<file path="config.mk">
export PLATFORM = sky130hd
export DESIGN_NAME = synth_prog_loader
export DESIGN_NICKNAME = d
export VERILOG_FILES = /design/src/rtl/synth_prog_pkg.sv /design/src/rtl/synth_prog_sync.sv /design/src/rtl/synth_prog_shreg.sv /design/src/rtl/synth_prog_xfer.sv /design/src/rtl/synth_prog_loader.sv
export SDC_FILE = /design/constraint.sdc
export NUM_CORES = 1
export LEC_CHECK = 0
export BUFFER_PORTS_ARGS = -buffer_cell sky130_fd_sc_hd__buf_2
export CAP_MARGIN = 10
export CORE_MARGIN = 5
export CORE_UTILIZATION = 59
export DETAILED_ROUTE_END_ITERATION = 8
export PLACE_DENSITY = 0.83
export SLEW_MARGIN = 20
export SYNTH_ARGS = -nofsm -noshare
export SYNTH_HDL_FRONTEND = slang
export SYNTH_SLANG_ARGS = --single-unit
</file>
<file path="constraint.sdc">
create_clock -name clk -period 2.9 [get_ports clk]
set_clock_uncertainty 0.1 [all_clocks]
set_input_delay 0.145 -clock clk [delete_from_list [all_inputs] [get_ports clk]]
set_output_delay 0.145 -clock clk [all_outputs]
set_load 0.01 [all_outputs]
</file>
<file path="src/rtl/synth_prog_pkg.sv">
package synth_prog_pkg;
  localparam int unsigned SEL_W = 2;
  typedef enum logic [SEL_W-1:0] {
    RT_NONE0 = 2'b00,
    RT_FB    = 2'b01,
    RT_NONE1 = 2'b10,
    RT_REF   = 2'b11
  } route_e;

  function automatic int unsigned max_u(int unsigned a, int unsigned b);
    return (a > b) ? a : b;
  endfunction
endpackage

</file>
<file path="src/rtl/synth_prog_sync.sv">
module synth_prog_sync #(
  parameter int unsigned LANES  = 3,
  parameter int unsigned STAGES = 2
) (
  input  logic             clk,
  input  logic             rst_n,
  input  logic [LANES-1:0] async_in,
  output logic [LANES-1:0] level,
  output logic [LANES-1:0] rise
);
  for (genvar g = 0; g < LANES; g++) begin : g_lane
    logic [STAGES-1:0] chain;
    logic              last_q;
    always_ff @(posedge clk or negedge rst_n) begin
      if (!rst_n) begin
        chain  <= '0;
        last_q <= 1'b0;
      end else begin
        if (STAGES > 1) chain <= {chain[STAGES-2:0], async_in[g]};
        else            chain <= async_in[g];
        last_q <= chain[STAGES-1];
      end
    end
    assign level[g] = chain[STAGES-1];
    assign rise[g]  = chain[STAGES-1] & ~last_q;
  end
endmodule

</file>
<file path="src/rtl/synth_prog_shreg.sv">
module synth_prog_shreg #(
  parameter int unsigned WIDTH = 20
) (
  input  logic             clk,
  input  logic             rst_n,
  input  logic             shift_en,
  input  logic             bit_in,
  output logic [WIDTH-1:0] window_next
);
  logic [WIDTH-1:0] window_q;

  always_comb begin
    window_next = window_q;
    if (shift_en) window_next = {window_q[WIDTH-2:0], bit_in};
  end

  always_ff @(posedge clk or negedge rst_n) begin
    if (!rst_n) window_q <= '0;
    else        window_q <= window_next;
  end
endmodule

</file>
<file path="src/rtl/synth_prog_xfer.sv">
module synth_prog_xfer
  import synth_prog_pkg::*;
#(
  parameter int unsigned REF_W = 17,
  parameter int unsigned FB_W  = 18,
  parameter int unsigned WIN_W = 20
) (
  input  logic             clk,
  input  logic             rst_n,
  input  logic             strobe,
  input  logic [WIN_W-1:0] window,
  output logic [REF_W-1:0] ref_word,
  output logic             ref_upd,
  output logic [FB_W-1:0]  fb_word,
  output logic             fb_upd
);
  route_e route;
  assign route = route_e'(window[SEL_W-1:0]);

  always_ff @(posedge clk or negedge rst_n) begin
    if (!rst_n) begin
      ref_word <= '0;
      fb_word  <= '0;
      ref_upd  <= 1'b0;
      fb_upd   <= 1'b0;
    end else begin
      ref_upd <= 1'b0;
      fb_upd  <= 1'b0;
      if (strobe) begin
        unique case (route)
          RT_REF: begin
            ref_word <= window[SEL_W +: REF_W];
            ref_upd  <= 1'b1;
          end
          RT_FB: begin
            fb_word <= window[SEL_W +: FB_W];
            fb_upd  <= 1'b1;
          end
          default: ;
        endcase
      end
    end
  end
endmodule

</file>
<file path="src/rtl/synth_prog_loader.sv">
module synth_prog_loader
  import synth_prog_pkg::*;
#(
  parameter int unsigned REF_W       = 17,
  parameter int unsigned FB_W        = 18,
  parameter int unsigned SYNC_STAGES = 2
) (
  input  logic             clk,
  input  logic             rst_n,
  input  logic             ser_clk,
  input  logic             ser_dat,
  input  logic             ser_le,
  output logic [REF_W-1:0] ref_word,
  output logic             ref_upd,
  output logic [FB_W-1:0]  fb_word,
  output logic             fb_upd
);
  localparam int unsigned WIN_W = max_u(REF_W, FB_W) + SEL_W;
  localparam int unsigned LN_CLK = 0;
  localparam int unsigned LN_DAT = 1;
  localparam int unsigned LN_LE  = 2;

  logic [2:0]       pins, lvl, rise;
  logic [WIN_W-1:0] win_next;

  assign pins[LN_CLK] = ser_clk;
  assign pins[LN_DAT] = ser_dat;
  assign pins[LN_LE]  = ser_le;

  synth_prog_sync #(.LANES(3), .STAGES(SYNC_STAGES)) u_sync (
    .clk(clk), .rst_n(rst_n), .async_in(pins), .level(lvl), .rise(rise)
  );

  synth_prog_shreg #(.WIDTH(WIN_W)) u_shreg (
    .clk(clk), .rst_n(rst_n), .shift_en(rise[LN_CLK]),
    .bit_in(lvl[LN_DAT]), .window_next(win_next)
  );

  synth_prog_xfer #(.REF_W(REF_W), .FB_W(FB_W), .WIN_W(WIN_W)) u_xfer (
    .clk(clk), .rst_n(rst_n), .strobe(rise[LN_LE]), .window(win_next),
    .ref_word(ref_word), .ref_upd(ref_upd), .fb_word(fb_word), .fb_upd(fb_upd)
  );
endmodule

</file>
==> results of run 1 <==
## report_power, final
part / leakage [nW] / total (W) / internal (W) / switching, W
clock: 0.0974 / 0.000729 / 0.000419 / 0.000310
combinational: 0.629 / 0.000314 / 0.000148 / 0.000166
sequential: 0.873 / 0.00110 / 0.00103 / 0.0000721
## registers in the layout, summed over array words and instances, names as in the netlist
signal / flops
u_xfer.ref_word: 17
u_xfer.ref_upd: 1
u_shreg.window_q: 20
u_sync.g_lane.last_q: 2
u_sync.g_lane.chain: 6
u_xfer.fb_word: 18
u_xfer.fb_upd: 1
## repair_timing
| action | 4_1_cts | 5_1_grt |
|---|---|---|
| endpoints found under the hold margin | 20 | 0 |
| buffers inserted | 0 | 0 |
| hold buffers | 4 | 0 |
## synth_stat cells (all sizes together), types with 2 or more instances
master,count,share of area
a211oi,2,0.0061
buf,3,0.014
clkbuf,4,0.0061
dfrtp,65,0.66
mux2,33,0.16
nand2,56,0.086
nand2b,2,0.0051
nor2,3,0.0046
o21ai,2,0.0041
## stage by stage
stage	hold slack [ns]	area, um2	total power (W)
6_report	0.1710	2939	0.002144
5_1_grt	0.2087	2939	0.002258
4_1_cts	0.1720	2939	0.002172
3_5_place_dp	-0.007029	2710	0.001432
3_3_place_gp	-0.008984	2710	0.001418
2_1_floorplan	-0.2506	2460	0.001295
## cell type report
type	instances	share of cell area
Clock buffer	13	0.05066
Sequential cell	65	0.5534
Clock inverter	3	0.01362
Multi-Input combinational cell	110	0.2661
Timing Repair Buffer	49	0.09366
Tap cell	50	0.02129
Inverter	1	0.001277
## per-layer routing
layer	GRT usage	vias up
li1	-	719
met2	0.2683	38
met4	0.08300	0
met1	0.2464	744
met5	0	-
met3	0.05000	6
## kinds of logic (layout without fill, tap and decap cells)
| family | count (synthesis) | after routing | share of synthesized area |
|---|---|---|---|
| mux | 33 | 33 | 0.1648 |
| flops | 65 | 65 | 0.6612 |
| simple gates | 67 | 67 | 0.1150 |
| compound gates | 10 | 10 | 0.03713 |
| buf+inv | 8 | 66 | 0.02187 |
## worst max-delay path by stage
stage                                                    from                              to  slack, ns  cells after the start
after global routing      u_sync.g_lane[0].chain[1]$_DFF_PN0_   u_xfer.fb_word[1]$_DFFE_PN0P_       0.59                      4
final                       u_sync.g_lane[2].last_q$_DFF_PN0_   u_xfer.fb_word[1]$_DFFE_PN0P_       0.71                      4
after detailed placement  u_sync.g_lane[0].chain[1]$_DFF_PN0_   u_xfer.fb_word[1]$_DFFE_PN0P_       0.68                      4
after global placement      u_sync.g_lane[2].last_q$_DFF_PN0_   u_xfer.fb_word[5]$_DFFE_PN0P_       0.76                      4
after floorplan             u_sync.g_lane[2].last_q$_DFF_PN0_  u_xfer.fb_word[10]$_DFFE_PN0P_       1.01                      5
after CTS                 u_sync.g_lane[0].chain[1]$_DFF_PN0_   u_xfer.fb_word[1]$_DFFE_PN0P_       0.67                      4
==> impl.org, run 1 <==
** Clocking
- CTS built an H-tree with a depth of 3.
- Number of sinks driven by the clock tree :: 65
- Clock-pin slew was measured on the worst setup and hold paths at 0.06 ns.
- In this run, post-CTS repair resized a total of 0 instances.
- Clk Tree Root Cell :: sky130_fd_sc_hd__clkbuf_8
- CTS tree :: yes
- Maximum buffer depth of the clock tree :: 2
- At the later pin of the worst-skew pair, clock insertion delay measures about 0.33 ns.
- Number of buffers inserted during clock tree synthesis :: 9

** Yosys
- In this run, distinct cell masters in the synthesized netlist total 25.
- Netlist Area Pre-Place :: about 2500 um2
- Counting every net in the synthesized netlist gives 188.
- Number of warnings printed during yosys synthesis :: 0
- Post-synthesis sequential area ratio :: 0.6612
- Leading register cell type out of synthesis :: sky130_fd_sc_hd__dfrtp_1
- Counting flops with an async set or reset pin after synthesis yields a share of 1.000.
- After technology mapping, the gate count stands at 183.
- Number of enable-type register cells in the synthesized netlist :: 0
- In this run the mean area of a mapped cell was 13.44 um2.
- Total of flip-flops plus latches after synthesis :: between 60 and 70

** STA
- Setup tns final :: 0 ns
- Worst Max-Slew Pin Slew :: 1.037 ns
- Of the available clock period, the critical path in the final layout requires 0.7535.
- The number of max-slew violations in the final report came to 0.
- Setup repair after global routing left no endpoint under its margin.
- After layout, the minimum clock period comes to 2.185 ns.
- For this run, the top clock speed supported by timing is 457.6 MHz.
- The count of endpoints failing hold in the final timing report is 0.
- Max transition margin :: 0.3087
- Total of endpoints with negative setup slack in the final report :: 0
- Worst-case setup margin in the final layout :: between 0.7 and 0.8 ns

** Route
- Initial drt markers :: 97
- Wire segments on met3 add up to 233 um in the final route.
- Vias per inst :: 5.179
- In the detailed route, the total length drawn on met2 is about 2100 um.
- Post-detailed-route count of antenna-violating nets :: 0
- Routed wire per std cell :: roughly 15 um
- After detailed routing, the total wire length is 4361 um.
- After detailed routing, no signal wire sits above met4.
- The routed layout has roughly 1500 vias.
- The first detailed-routing pass took 6 iterations.
- Residual DRC count :: 0
- Met1 wire length :: 1986 um

** Finish
- The area growth from synthesis to layout is 19.48%.
- Fill cells in the final layout number 279.
- Leaving out fill and tap cells, the most frequent cell in the layout is sky130_fd_sc_hd__dfrtp_1.
- Non-filler instance count after layout :: between 200 and 300
- Across the whole layout, storage elements account for 1627 um2.
- The multi-input combinational cells in the finished layout cover a total of 782.0 um2.
- In the final layout, the share of cells above drive strength 1 is 0.4108.
- For this run, the share of the core covered by cells in the final layout is 0.7295.
- Nets@finish :: 241
- Leaving out fill and tap cells, the most frequent cells in the layout are sky130_fd_sc_hd__dfrtp_1, sky130_fd_sc_hd__nand2_1, sky130_fd_sc_hd__buf_2.
- 0 antenna diodes ended up in the layout.

** Global routing
- Largest net degree at the start of global routing :: 49
- Antenna violations before repair :: 0
- Overall track demand over capacity in global routing :: 0.1797
- Final global-route overflow total :: 0
- The first global-routing pass estimated 7403 um of wire.
- Vias in the first global route :: about 1600

** Critical path
- For this run, the slowest stage of the critical path takes approximately 0.59 ns.
- Worst-case reg-to-reg path depth :: 4
- Critical path buffer and inverter count :: 0
- Among cell families on the critical path, the largest total delay comes from simple AND/OR/NAND/NOR gates.
- Arrival time at the worst endpoint :: 2.30 ns
- Worst flop-to-flop path endpoint :: u_xfer.fb_word[1]$_DFFE_PN0P_
- Category of the most critical setup path :: reg -> reg
- The worst setup path is captured at a register.
- Startpoint class of the critical path :: register
- For this design, the slowest cell found on the critical path is sky130_fd_sc_hd__o32ai_4.
- Beginning of the worst register-to-register path :: u_sync.g_lane[2].last_q$_DFF_PN0_
- Of all nets on the critical path, the largest fanout is 18.
- Cells along the critical path :: nand2b_1 -> or3_4 -> o32ai_4 -> mux2_2
- Register-to-Register Setup Slack :: 0.71 ns
- Required time at the worst-slack endpoint :: 3.01 ns

** Placed design
- Detailed placement finished with a half-perimeter wire length of 2925 um.
- At the placement stage, the worst setup path has a slack of 0.6831 ns.
- The count of buffers added on input and output ports is 41.
- Counting tap cells, the placed design contains a total of 271 instances.
- GPL Wtd Cong :: 0.7509

** Power and ir drop
- Total power divided by cell area :: 729.4 nW/um2
- Static leakage :: 1.599 nW
- Worst voltage drop across the vdd grid :: around 0.44 mV

** Floorplanning
- The die covers 5561 um2.
- IO Pins :: 42
- DIE WIDTH :: 74.57 um
- Starting density of the core :: 0.6106
- Area of the core region :: 4029 um2
- The die is 74.57 um tall.
- Number of placement rows :: 23

** Outcome
- The flow ran to the end, and the final reports show no timing, DRC or antenna violations.

** Run
- Across the run, the number of max-cap violations was 0.

** Hold path
- The tightest min-delay check is of the in -> async type.
No activity file was read; power rests on OpenSTA's default activity.
==> run 2, diff against run 1 <==
Settings changed: CORE_UTILIZATION 59 to 49, PLACE_DENSITY 0.83 to 0.74.
Clock period 2.9 ns to 1.8 ns, I/O delays scaled along.
==> run 2 against run 1 <==
Against the previous run: count of clock-buffer cells in the layout rose by 1; global-route usage is 1.9 points lower; hold slack improved by 0.029 ns; register-to-register slack lost 0.68 ns; clock power grew 50%; worst setup slack got worse by 0.68 ns; first-iteration DRC count grew 11%; cell area up 3.9%; highest routed layer unchanged.
==> impl.org, run 2 (synthesized netlist as in run 1, its figures left out) <==
** Critical path
- Cells along the critical path :: nand2b_4 -> or3_4 -> o32ai_4 -> buf_12 -> mux2_2
- Category of the most critical setup path :: reg -> reg
- Dominant delay contributor by cell family on the critical path :: simple AND/OR/NAND/NOR gates
- Register-to-Register Setup Slack :: about 0.037 ns
- Startpoint class of the critical path :: register
- Critical path buffer and inverter count :: 1
- Slowest Stage Delay on Critical Path :: ~0.37 ns
- Kind of capture point of the worst setup path :: register
- Required time at the worst-slack endpoint :: ~1.9 ns
- Measured in cells, the most critical reg-to-reg path has a length of 5.
- Maximum fanout along the worst path :: 9
- STA puts the critical path data arrival time at 1.88 ns.
- For this design, the slowest cell found on the critical path is sky130_fd_sc_hd__dfrtp_1.
- The critical path runs through a total of 5 cells.

** Finish
- Share of post-route cells with drive strength above 1 :: 0.4315
- Most common library cell in the layout ignoring fill and taps :: sky130_fd_sc_hd__dfrtp_1
- Non-filler instance count after layout :: 315
- Fill cell count :: 360
- u_shreg.window_q holds more flip-flops than any other register.
- The repair_antennas step left the layout with diodes totalling 0.
- After the last flow step, the layout net total stands at around 250.
- The largest registers in the layout are u_shreg.window_q: 20 flops, u_xfer.fb_word: 18 flops, u_xfer.ref_word: 17 flops.
- The top cell types in the final layout, fill and taps aside, are sky130_fd_sc_hd__dfrtp_1, sky130_fd_sc_hd__nand2_1, sky130_fd_sc_hd__buf_2.
- Flip-flop count of the largest register, all copies and words added :: 20
- In the final layout, the multi-input gates occupy 798.3 um2.
- Area taken by flip-flops and latches :: 1627 um2
- Area Overhead vs Synth :: 24.11%
- Final design instance area without fill :: between 3000 and 4000 um2

** STA
- Max transition margin :: 0.7785
- In the finished design, the share of the clock period the worst path needs comes to 0.9795.
- Timing would allow up to 567.2 MHz.
- Setup repair after global routing missed its margin :: true
- Across all hold checks on the routed design, the worst slack comes to 0.1999 ns.
- The count of endpoints failing hold in the final timing report came to 0.
- Setup violations remaining at the end of the flow were counted as 0.
- Worst Max-Slew Pin Slew :: 0.3323 ns
- Max-slew violation count :: 0
- For the finished layout, the period the worst path requires is roughly 1.8 ns.

** Global routing
- The initial antenna violation count is 0.
- Largest net degree at the start of global routing :: 66
- The first global-routing pass estimated 7866 um of wire.
- Final global-route overflow total :: 0
- The via count of the first global-routing pass came to 1656.
- Across every metal layer, demand over resource in global routing totals 0.1609.

** Floorplanning
- Die span in y :: 80.85 um
- After floorplanning, the core was divided into 25 placement rows.
- IO Pins :: 42
- The core region is 4786 um2.
- From left edge to right edge, the die measures 80.85 um.
- The die covers 6537 um2.
- Starting density of the core :: 0.5140

** Route
- Summed over all layers, the routed wires come to between 4000 and 5000 um.
- Total vias in the final route :: between 1500 and 2000
- Initial drt markers :: approximately 110
- Residual DRC count :: 0
- First-pass detailed-route iteration total :: 4
- The detail route stage leaves a number of antenna-violating nets equal to 0.
- In the routed layout, each cell is associated on average with a via count of 4.873.
- Dividing the detail-routed wire length by the instance count gives 14.53 um.

** Clocking
- Clock edge transition at the registers on the reported setup and hold paths :: ~0.070 ns
- Later-pin clock latency in the skew report :: 0.33 ns
- Maximum level of the CTS H-tree :: 3
- Post-CTS timing repair inserted 0 buffers for setup.
- Maximum buffer depth of the clock tree :: 2
- In this run the clock root is driven by a sky130_fd_sc_hd__clkbuf_8.
- The tree built by TritonCTS fans out to 65 sinks.
- CTS tree :: yes
- Number of buffers inserted during clock tree synthesis :: 9

** Placed design
- During placement, the flow inserted port buffers numbering 41.
- The congestion estimate from routability-driven global placement came to a little under 0.8.
- Dpl cells :: just under 300
- Once detailed placement completed, the half-perimeter wirelength came to approximately 3000 um.
- Once placement finished, the instance area stood at 2834 um2.

** Power and ir drop
- IR analysis of the VDD net gives a maximum drop of 0.6729 mV.
- Total Power :: 0.003410 W
- For this design the static power due to leakage is 1.650 nW.
- In this run the power density over the cells is 1117 nW/um2.

** Outcome
- Run status :: finished, final reports clean

** Hold path
- The tightest min-delay check is of the in -> async type.

** Run
- The tool flagged a number of max-cap violations equal to 0.
==> run 2: area by class of cell <==
type                    count  share of cell area
inverters                   1            0.001230
repair buffers             56              0.1197
flip-flops and latches     65              0.5328
clock buffers              14             0.05328
well taps                  67             0.02746
multi-input cells         110              0.2615
clock inverters             2            0.004098
==> run 2: report_power, final <==
group          internal, W  leakage, nW  total, W  switching (W)
Combinational     0.000267        0.691  0.000555       0.000287
Clock             0.000575       0.0867   0.00109       0.000513
Sequential         0.00166        0.873   0.00177       0.000110
==> run 2: worst min-delay path, cell delays in order <==
cell and delay (ns):
sky130_fd_sc_hd__dlygate4sd3_1 0.52, sky130_fd_sc_hd__buf_2 0.12, sky130_fd_sc_hd__buf_12 0.29
==> run 2: path summary, 6_finish.rpt <==
kind	from	endpoint
worst max-delay path	u_sync.g_lane[2].last_q$_DFF_PN0_	u_xfer.fb_word[6]$_DFFE_PN0P_
worst min register to register	u_sync.g_lane[2].chain[0]$_DFF_PN0_	u_sync.g_lane[2].chain[1]$_DFF_PN0_
worst min-delay path	rst_n	u_shreg.window_q[3]$_DFF_PN0_
worst max register to register	u_sync.g_lane[2].last_q$_DFF_PN0_	u_xfer.fb_word[6]$_DFFE_PN0P_
min in group clk	u_sync.g_lane[2].chain[0]$_DFF_PN0_	u_sync.g_lane[2].chain[1]$_DFF_PN0_
max in group asynchronous	rst_n	u_shreg.window_q[1]$_DFF_PN0_
==> run 2: per-stage QoR <==
step,setup TNS (ns),utilization,setup slack (ns)
detailed placement,0,0.5922,0.04213
CTS,0,0.6371,0.01237
global placement,0,0.5922,0.06961
finish,0,0.6379,0.03683
global route,-0.1526,0.6379,-0.02661
floorplan,-0.3303,-,-0.03670
==> run 2: metal layers <==
layer / routed length [um] / global-route usage / up-vias
li1: - / - / 737
met1: 2121 / 0.2025 / 753
met2: 2191 / 0.2553 / 36
met3: 190 / 0.05211 / 9
met4: 72 / 0.06926 / 0
met5: 0 / 0 / -
==> run 2: what timing repair did <==
item | CTS | global route
resized for setup | 0 | 1
hold buffers | 4 | 0
setup endpoints to repair | 0 | 16
hold endpoints to repair | 68 | 0
